<file path="config.mk">
export PLATFORM = sky130hd
export DESIGN_NAME = dma_bus_arb
export DESIGN_NICKNAME = d
export VERILOG_FILES = /design/src/rtl/dma_bus_arb_pkg.sv /design/src/rtl/dma_slot_sel.sv /design/src/rtl/dma_req_flags.sv /design/src/rtl/dma_spr_ctr.sv /design/src/rtl/dma_bus_arb.sv
export SDC_FILE = /design/constraint.sdc
export NUM_CORES = 1
export LEC_CHECK = 0
export ABC_CLOCK_PERIOD_IN_PS = 3700
export BUFFER_PORTS_ARGS = -buffer_cell sky130_fd_sc_hd__clkbuf_2
export CORE_MARGIN = 10
export CORE_UTILIZATION = 53
export CTS_CLUSTER_SIZE = 24
export DETAILED_ROUTE_END_ITERATION = 12
export GPL_TIMING_DRIVEN = 0
export PLACE_DENSITY_LB_ADDON = 0.25
export SLEW_MARGIN = 20
export SYNTH_ARGS = -nofsm -noshare
export SYNTH_HDL_FRONTEND = slang
export SYNTH_SLANG_ARGS = --single-unit
</file>
<file path="constraint.sdc">
create_clock -name clk_i -period 3.7 [get_ports clk_i]
set_input_delay 1.11 -clock clk_i [delete_from_list [all_inputs] [get_ports clk_i]]
set_output_delay 1.11 -clock clk_i [all_outputs]
set_load 0.02 [all_outputs]
</file>
<file path="src/rtl/dma_bus_arb_pkg.sv">
package dma_bus_arb_pkg;
  typedef enum logic [2:0] {
    ACT_NONE,
    ACT_HALT,
    ACT_DUMMY,
    ACT_SMP,
    ACT_SPR_RD,
    ACT_SPR_WR
  } dma_act_e;
endpackage

</file>
<file path="src/rtl/dma_slot_sel.sv">
module dma_slot_sel
  import dma_bus_arb_pkg::*;
(
  input  logic     own_bus_i,
  input  logic     busy_i,
  input  logic     get_i,
  input  logic     halt_i,
  input  logic     dummy_i,
  input  logic     pend_i,
  input  logic     spr_act_i,
  input  logic     cnt_odd_i,
  output dma_act_e act_o
);
  always_comb begin
    act_o = ACT_NONE;
    if (own_bus_i) begin
      if (!busy_i) act_o = ACT_HALT;
      else if (get_i) begin
        if (pend_i && !halt_i && !dummy_i) act_o = ACT_SMP;
        else if (spr_act_i)                act_o = ACT_SPR_RD;
        else                               act_o = ACT_DUMMY;
      end else begin
        if (spr_act_i && cnt_odd_i) act_o = ACT_SPR_WR;
        else                        act_o = ACT_DUMMY;
      end
    end
  end
endmodule

</file>
<file path="src/rtl/dma_req_flags.sv">
module dma_req_flags
  import dma_bus_arb_pkg::*;
#(
  parameter int AW = 16
) (
  input  logic          clk_i,
  input  logic          rst_ni,
  input  logic          trig_i,
  input  logic          smp_req_i,
  input  logic [AW-1:0] smp_addr_i,
  input  logic          own_bus_i,
  input  dma_act_e      act_i,
  input  logic          spr_more_i,
  output logic          halt_o,
  output logic          dummy_o,
  output logic          pend_o,
  output logic          busy_o,
  output logic [AW-1:0] smp_addr_o
);
  logic halt_q, dummy_q, pend_q, busy_q;
  logic halt_d, dummy_d, pend_d, busy_d;
  logic [AW-1:0] smp_addr_q;

  always_comb begin
    halt_d = halt_q;
    if (own_bus_i && halt_q) halt_d = 1'b0;
    if (trig_i || smp_req_i) halt_d = 1'b1;
    // a loop cycle clears halt first, dummy on the following one
    dummy_d = dummy_q;
    if (busy_q && !halt_q) dummy_d = 1'b0;
    if (smp_req_i) dummy_d = 1'b1;
    pend_d = pend_q;
    if (act_i == ACT_SMP) pend_d = 1'b0;
    if (smp_req_i) pend_d = 1'b1;
    busy_d = own_bus_i && (pend_d || spr_more_i);
  end

  always_ff @(posedge clk_i or negedge rst_ni) begin
    if (!rst_ni) begin
      halt_q     <= 1'b0;
      dummy_q    <= 1'b0;
      pend_q     <= 1'b0;
      busy_q     <= 1'b0;
      smp_addr_q <= '0;
    end else begin
      halt_q  <= halt_d;
      dummy_q <= dummy_d;
      pend_q  <= pend_d;
      busy_q  <= busy_d;
      if (smp_req_i) smp_addr_q <= smp_addr_i;
    end
  end

  assign halt_o     = halt_q;
  assign dummy_o    = dummy_q;
  assign pend_o     = pend_q;
  assign busy_o     = busy_q;
  assign smp_addr_o = smp_addr_q;
endmodule

</file>
<file path="src/rtl/dma_spr_ctr.sv">
module dma_spr_ctr
  import dma_bus_arb_pkg::*;
#(
  parameter int AW       = 16,
  parameter int DW       = 8,
  parameter int XFER_LEN = 256,
  localparam int OFF_W   = $clog2(XFER_LEN),
  localparam int CNT_W   = OFF_W + 1,
  localparam int PG_W    = AW - OFF_W
) (
  input  logic             clk_i,
  input  logic             rst_ni,
  input  logic             start_i,
  input  logic [DW-1:0]    page_i,
  input  dma_act_e         act_i,
  input  logic [DW-1:0]    rdata_i,
  output logic             active_o,
  output logic             more_o,
  output logic             cnt_odd_o,
  output logic [CNT_W-1:0] cnt_o,
  output logic [AW-1:0]    src_addr_o,
  output logic [DW-1:0]    last_o,
  output logic             done_o
);
  logic             active_q, done_q;
  logic [PG_W-1:0]  base_q;
  logic [CNT_W-1:0] cnt_q;
  logic [DW-1:0]    last_q;
  logic             final_wr;

  assign final_wr = (act_i == ACT_SPR_WR) && (cnt_q == CNT_W'(2 * XFER_LEN - 1));
  assign more_o   = start_i || (active_q && !final_wr);

  always_ff @(posedge clk_i or negedge rst_ni) begin
    if (!rst_ni) begin
      active_q <= 1'b0;
      done_q   <= 1'b0;
      base_q   <= '0;
      cnt_q    <= '0;
      last_q   <= '0;
    end else begin
      done_q <= final_wr;
      if (start_i) begin
        active_q <= 1'b1;
        base_q   <= PG_W'(page_i);
        cnt_q    <= '0;
      end else if (act_i == ACT_SPR_RD) begin
        last_q <= rdata_i;
        cnt_q  <= cnt_q + 1'b1;
      end else if (act_i == ACT_SPR_WR) begin
        cnt_q <= cnt_q + 1'b1;
        if (final_wr) active_q <= 1'b0;
      end
    end
  end

  assign active_o   = active_q;
  assign cnt_odd_o  = cnt_q[0];
  assign cnt_o      = cnt_q;
  assign src_addr_o = {base_q, cnt_q[OFF_W:1]};
  assign last_o     = last_q;
  assign done_o     = done_q;
endmodule

</file>
<file path="src/rtl/dma_bus_arb.sv">
module dma_bus_arb
  import dma_bus_arb_pkg::*;
#(
  parameter int          AW        = 16,
  parameter int          DW        = 8,
  parameter int          XFER_LEN  = 256,
  parameter logic [15:0] TRIG_ADDR = 16'h4014,
  parameter logic [15:0] SPR_PORT  = 16'h2004,
  parameter logic [15:0] CTRL_ADDR = 16'h4016,
  localparam int         CNT_W     = $clog2(XFER_LEN) + 1
) (
  input  logic          clk_i,
  input  logic          rst_ni,
  input  logic          cpu_rd_i,
  input  logic          cpu_wr_i,
  input  logic [AW-1:0] cpu_addr_i,
  input  logic [DW-1:0] cpu_wdata_i,
  output logic          cpu_halt_o,
  input  logic          odd_cycle_i,
  input  logic          smp_req_i,
  input  logic [AW-1:0] smp_addr_i,
  output logic [DW-1:0] smp_data_o,
  output logic          smp_valid_o,
  output logic          spr_done_o,
  output logic [AW-1:0] bus_addr_o,
  output logic [DW-1:0] bus_wdata_o,
  input  logic [DW-1:0] bus_rdata_i,
  output logic          bus_rd_o,
  output logic          bus_wr_o
);
  dma_act_e         act;
  logic             halt, dummy, pend, busy, own_bus, trig;
  logic             spr_act, spr_more, cnt_odd, ctrl_hit;
  logic [CNT_W-1:0] spr_cnt;
  logic [AW-1:0]    smp_addr, spr_addr, hold_q;
  logic [DW-1:0]    spr_last, smp_data_q;
  logic             smp_valid_q;

  assign own_bus  = busy || (halt && cpu_rd_i);
  assign trig     = cpu_wr_i && !own_bus && (cpu_addr_i == AW'(TRIG_ADDR));
  // controller ports lose bits on a repeated read
  assign ctrl_hit = (hold_q[AW-1:1] == CTRL_ADDR[AW-1:1]);

  dma_req_flags #(.AW(AW)) u_flags (
    .clk_i, .rst_ni, .trig_i(trig), .smp_req_i, .smp_addr_i,
    .own_bus_i(own_bus), .act_i(act), .spr_more_i(spr_more),
    .halt_o(halt), .dummy_o(dummy), .pend_o(pend), .busy_o(busy),
    .smp_addr_o(smp_addr)
  );

  dma_spr_ctr #(.AW(AW), .DW(DW), .XFER_LEN(XFER_LEN)) u_spr (
    .clk_i, .rst_ni, .start_i(trig), .page_i(cpu_wdata_i), .act_i(act),
    .rdata_i(bus_rdata_i), .active_o(spr_act), .more_o(spr_more),
    .cnt_odd_o(cnt_odd), .cnt_o(spr_cnt), .src_addr_o(spr_addr),
    .last_o(spr_last), .done_o(spr_done_o)
  );

  dma_slot_sel u_sel (
    .own_bus_i(own_bus), .busy_i(busy), .get_i(!odd_cycle_i),
    .halt_i(halt), .dummy_i(dummy), .pend_i(pend), .spr_act_i(spr_act),
    .cnt_odd_i(cnt_odd), .act_o(act)
  );

  always_ff @(posedge clk_i or negedge rst_ni) begin
    if (!rst_ni) begin
      hold_q      <= '0;
      smp_data_q  <= '0;
      smp_valid_q <= 1'b0;
    end else begin
      if (act == ACT_HALT) hold_q <= cpu_addr_i;
      smp_valid_q <= (act == ACT_SMP);
      if (act == ACT_SMP) smp_data_q <= bus_rdata_i;
    end
  end

  always_comb begin
    bus_addr_o  = cpu_addr_i;
    bus_wdata_o = cpu_wdata_i;
    bus_rd_o    = cpu_rd_i;
    bus_wr_o    = cpu_wr_i && !trig;
    unique case (act)
      ACT_HALT:   begin bus_rd_o = 1'b1; bus_wr_o = 1'b0; end
      ACT_DUMMY:  begin bus_addr_o = hold_q; bus_rd_o = !ctrl_hit; bus_wr_o = 1'b0; end
      ACT_SMP:    begin bus_addr_o = smp_addr; bus_rd_o = 1'b1; bus_wr_o = 1'b0; end
      ACT_SPR_RD: begin bus_addr_o = spr_addr; bus_rd_o = 1'b1; bus_wr_o = 1'b0; end
      ACT_SPR_WR: begin
        bus_addr_o  = AW'(SPR_PORT);
        bus_wdata_o = spr_last;
        bus_rd_o    = 1'b0;
        bus_wr_o    = 1'b1;
      end
      default: ;
    endcase
  end

  assign cpu_halt_o  = own_bus;
  assign smp_data_o  = smp_data_q;
  assign smp_valid_o = smp_valid_q;
endmodule

</file>
* Yosys cells after proc, flatten, opt, wreduce, memory -nomap -nowiden
Cells that the tools add are included.
Storage, ports and cells: output and inout port bits 37, word-level logic and storage cells 78, bits of input ports 54, register bits after elaboration 72
Cells by class: bitwise logic cells 1, add/subtract/negate cells 1, reduce and logical (&&, ||, !) cells 31, multiplexer cells 23, eq/ne operators 9
Operators by type and width (number):
- $pmux W16 S4 | 1
- $mux W9 | 3
- $mux W3 | 6
- $eq A16 B15 Y1 const B | 1
- $eq A15 B14 Y1 const B | 1
- $logic_and A1 B1 Y1 | 12
- $mux W1 | 10
- $add A9 B1 Y9 const B | 1
- $eq A9 B9 Y1 const B | 1
- $mux W8 | 1
- $reduce_bool A2 Y1 | 4
- $eq A3 B2 Y1 const B | 2
- $eq A3 B3 Y1 const B | 2
- $logic_not A1 Y1 | 6
- $logic_or A1 B1 Y1 | 4
- $reduce_or A4 Y1 | 1
- $eq A3 B1 Y1 const B | 1
- $pmux W1 S3 | 1
- $reduce_and A3 Y1 | 1
- $reduce_bool A3 Y1 | 1
- $reduce_or A3 Y1 | 1
- $ne A2 B2 Y1 const B | 1
- $pmux W1 S2 | 1
- $reduce_and A2 Y1 | 1
- $not A1 Y1 | 1

* Logic depth before layout (Yosys ltp)
depth after elaboration 14, gate-level depth with buffers 8, depth with buffers taken out 8

* By module
A second synthesis with hierarchy kept.
Unflattened totals: cell total of the unflattened synthesis 336, area total of the unflattened synthesis 3881.2 um^2
Modules (own cells, without submodules):
- dma_bus_arb | cells each 186, sequential area each 625.6 um^2, instances 1, area each 1874.3 um^2
- dma_spr_ctr | cells each 95, sequential area each 675.6 um^2, instances 1, area each 1196.1 um^2
- dma_req_flags | cells each 47, sequential area each 500.5 um^2, instances 1, area each 757.0 um^2
- dma_slot_sel | cells each 8, sequential area each 0.0 um^2, instances 1, area each 53.8 um^2

* Least setup slack after synthesis
OpenSTA, ideal clock, no wires.
path kind input port to output port, from in odd_cycle_i, to out bus_addr_o[13], stages 5, buffers on the path 1, arrival time 2.414 ns, data required time 2.590 ns, path slack 0.176 ns, cell sequence or4b_1 buf_2 a22o_1 a222oi_1 a21oi_1
Between the ends: longest elaborated chain between the ends 5, elaborated cells between the ends (all ways) 8, classes of those cells eq/ne: 4; mux: 4
RTL lines:
- start: declaration | RTL line dma_bus_arb.sv:19 | input logic odd_cycle_i,
- $mux W3 (*) | RTL line dma_slot_sel.sv:18 | else if (get_i) begin
- $mux W3 (*) | RTL line dma_slot_sel.sv:17 | if (!busy_i) act_o = ACT_HALT;
- $mux W3 (*) | RTL line dma_slot_sel.sv:16 | if (own_bus_i) begin
- $eq A3 B3 Y1 / $eq A3 B2 Y1 (equally long branches) | RTL line dma_bus_arb.sv:81 | unique case (act)
- $pmux W16 S4 (*) | RTL line dma_bus_arb.sv:81
- end: declaration | RTL line dma_bus_arb.sv:25 | output logic [AW-1:0] bus_addr_o,
Mark *: on every way between the ends. The rest lies on a longest branch, timed or not.

* Worst setup path after layout
from in odd_cycle_i, to out bus_addr_o[2]
Same word-level chain as after synthesis.

==> impl_results.md <==
* Setup CP Type: in -> out
* Footprint of the multi-input gates at 1654 sq um
* Async S/R FF share, synth at 1.000
* CTS buffer count at 9
* Vias in the first global route at a little over 3000
* Clk_lat worst skew at between 0.3 and 0.4 ns
* Cell at the root of the clock tree: clkbuf_8
* Crit end category: primary output
* Ys Warns at 0
* Relative slew slack at 0.5828
* Top delay family on crit path: compound AO/OA/AOI/OAI gates
* Leak at 0.002050 uW
* Largest fanout on the critical path at 6
* Violated checks: negative setup slack
* IO Count at just over 90
* Max Cap Viol at 0
* Clock buffer depth at 2
* Routability cong. at between 0.9 and 1
* Pwr/cell area at 579.7 nW/um^2
* Area share of the largest cell type after synthesis at 0.5123
* Worst path slowest cell: or4b_4
* Startpoint types: input port
* Setup WS post-layout at -0.1033 ns
* Antenna violations before repair at 0
* Synth top cells by count: 72 x dfrtp_1, 64 x mux2_2, 50 x nand2_1, 24 x nor2_1, 15 x a41oi_1
* Tot Pwr at 2554 uW
* Final period util at 1.028
* Run status: finished with violations
* Seq/Total Area, Yosys at 0.5123
* CTS tree: built
* Antenna fix cells at 0
* Hold Violations, Final at 0
* Final cell utilization of the core at 0.6899
* H-tree levels at 3
* Vias at roughly 2900
* Worst slew pin tran at 0.6258 ns
* Sink Count at about 70
* Syn Inst Count at roughly 320
* IR Drop Worst-Case VDD at 0.0003886 V
* Count of pins over their slew limit at 0
* Unrepaired setup endpoints after global routing: true
* Starting density of the core at 0.5507
* Number of remaining DRC errors at 0
* Die Width at about 100 microns
* Routed WL per cell at ~19 microns
* Post-synth top flop: dfrtp_1
* FF/Latch Area at around 1800 sq um
* Fmax at roughly 0.26 GHz
* Synthesized area at around 3500 sq um
* Syn_area_per_cell at approximately 11 sq um
* Worst Hold Class: reg -> reg
* Via-per-instance ratio at roughly 5.7
* CTS Hold Bufs at 0
* Syn_nets at around 370
* CP cell instances: clkbuf_16 -> or4b_4 -> a22o_1 -> a222oi_1 -> a21oi_1 -> buf_4
* Unique masters post-synth at 36
* Worst EP arrival at approximately 2.7 ns
* Area of the die at just over 10000 sq um
* Rows at 29
* Synth Register Bits at 72
* Top cells by area, synth: dfrtp_1 51%, mux2_2 20%, nand2_1 5.3%
* Critical path buffers and inverters at 2
* Fillers at approximately 500
* First-pass GRT wire length at about 15 mm
* Syn-to-layout area delta at 25.26%
* Largest stage delay, worst path at roughly 0.52 ns
* Antenna Nets Post-Route at 0
* Iter 0 DRT Violations at 181
* All-Layer GR Usage at 0.1876
* Port Buffer Count at a little under 90
* Die H at around 100 microns
* Min cycle time layout at approximately 3.8 ns
* Post-synth EDFFs at 0
* Pre-antenna DRT Iters at 5
* Setup TNS at -0.1805 ns
* Final setup fails at 3
* Share of layout cells above drive strength 1 at 0.4492
* Detailed placement HPWL at 7.181 mm
* Most frequent cell after synthesis: dfrtp_1
* Nets at 474
* Clock skew at a little over 0.01 ns
* Area of the core at between 6000 and 7000 sq um
* Pin count of the biggest net entering global routing at 50
* Final WL at approximately 9.6 mm
* Worst EP required at roughly 2.6 ns
* Global route overflow at 0
* Clk slew on worst S/H paths at 0.08 ns
* Cell taking the most area after synthesis: dfrtp_1
worst paths after layout:
kind / startpoint / to / slack (ns) / cells past startpoint
max: odd_cycle_i / bus_addr_o[2] / -0.10 / 6
min: u_flags.smp_addr_o[9]$_DFFE_PN0P_ / u_flags.smp_addr_o[9]$_DFFE_PN0P_ / 0.51 / 1
max reg2reg: u_spr.cnt_o[1]$_DFFE_PN0P_ / u_spr.active_o$_DFFE_PN0P_ / 1.80 / 8
min reg2reg: u_flags.smp_addr_o[9]$_DFFE_PN0P_ / u_flags.smp_addr_o[9]$_DFFE_PN0P_ / 0.51 / 1
max in group asynchronous: rst_ni / u_spr.base_q[2]$_DFFE_PN0P_ / 2.45 / 2
min in group asynchronous: rst_ni / u_spr.cnt_o[0]$_DFFE_PN0P_ / 0.70 / 1
final cells by class:
type,count,share of cell area
Buffer,16,0.02016
Clock buffer,9,0.02812
Clock inverter,7,0.02272
Inverter,6,0.005112
Multi-Input combinational cell,221,0.3755
Sequential cell,72,0.4090
Tap cell,77,0.02187
Timing Repair Buffer,92,0.1176
logic make-up after synthesis:
family | share of synthesized area
and+or+nand+nor | 0.1569
AOI/OAI and AO/OA | 0.08289
DFF | 0.5123
xor gates and xnor gates | 0.007472
adders and majority gates | 0.007114
muxes | 0.2049
buffers and inverters | 0.02846
state kept, by name, indices dropped and copies added (netlist names):
| register | cells |
|---|---|
| hold_q | 16 |
| u_flags.smp_addr_o | 16 |
| u_spr.cnt_o | 9 |
| smp_data_o | 8 |
| u_spr.base_q | 8 |
| u_spr.last_o | 8 |
| smp_valid_o | 1 |
| u_flags.busy_o | 1 |
| u_flags.dummy_o | 1 |
| u_flags.halt_o | 1 |
| u_flags.pend_o | 1 |
| u_spr.active_o | 1 |
| u_spr.done_o | 1 |
routing by layer:
metal	wire length (microns)	track usage
met3	664	0.05378
met2	4878	0.3101
met4	100	0.06431
met5	0	0
met1	3990	0.2291
metrics by stage:
stage / hold slack [ns] / setup slack [ns] / instance area [sq um] / cells
final: 0.5089 / -0.1033 / 4405 / 500
after global routing: 0.5291 / -0.1324 / 4405 / 500
after CTS: 0.5116 / -0.1295 / 4383 / 500
after detailed placement: 0.4915 / -0.3258 / 4089 / 483
after global placement: 0.4841 / -0.3067 / 4059 / 482
after floorplan: 0.4754 / 0.1764 / 3517 / 316
power by group:
part	leakage (uW)	switching, uW	internal (uW)
sequential	0.000895	113	938
combinational	0.00104	445	348
clock	0.000115	322	387
cells in the final DEF (no fill, tap or decap), types with 5 or more instances in the layout:
cell type and n:
nand4_1 5, dfrtp_1 72, mux2_2 64, clkbuf_1 5
nand2_1 50, inv_1 6, nor2_1 24, clkbuf_8 9
a41oi_1 15, buf_2 5, buf_4 8, clkbuf_2 84
a21oi_1 5
repair_timing:
action / CTS / global route
pin swaps: 5 / 6
resized for setup: 16 / 11
setup buffers: 1 / 1
setup endpoints to repair: 13 / 13
No activity file was read; power rests on OpenSTA's default activity.
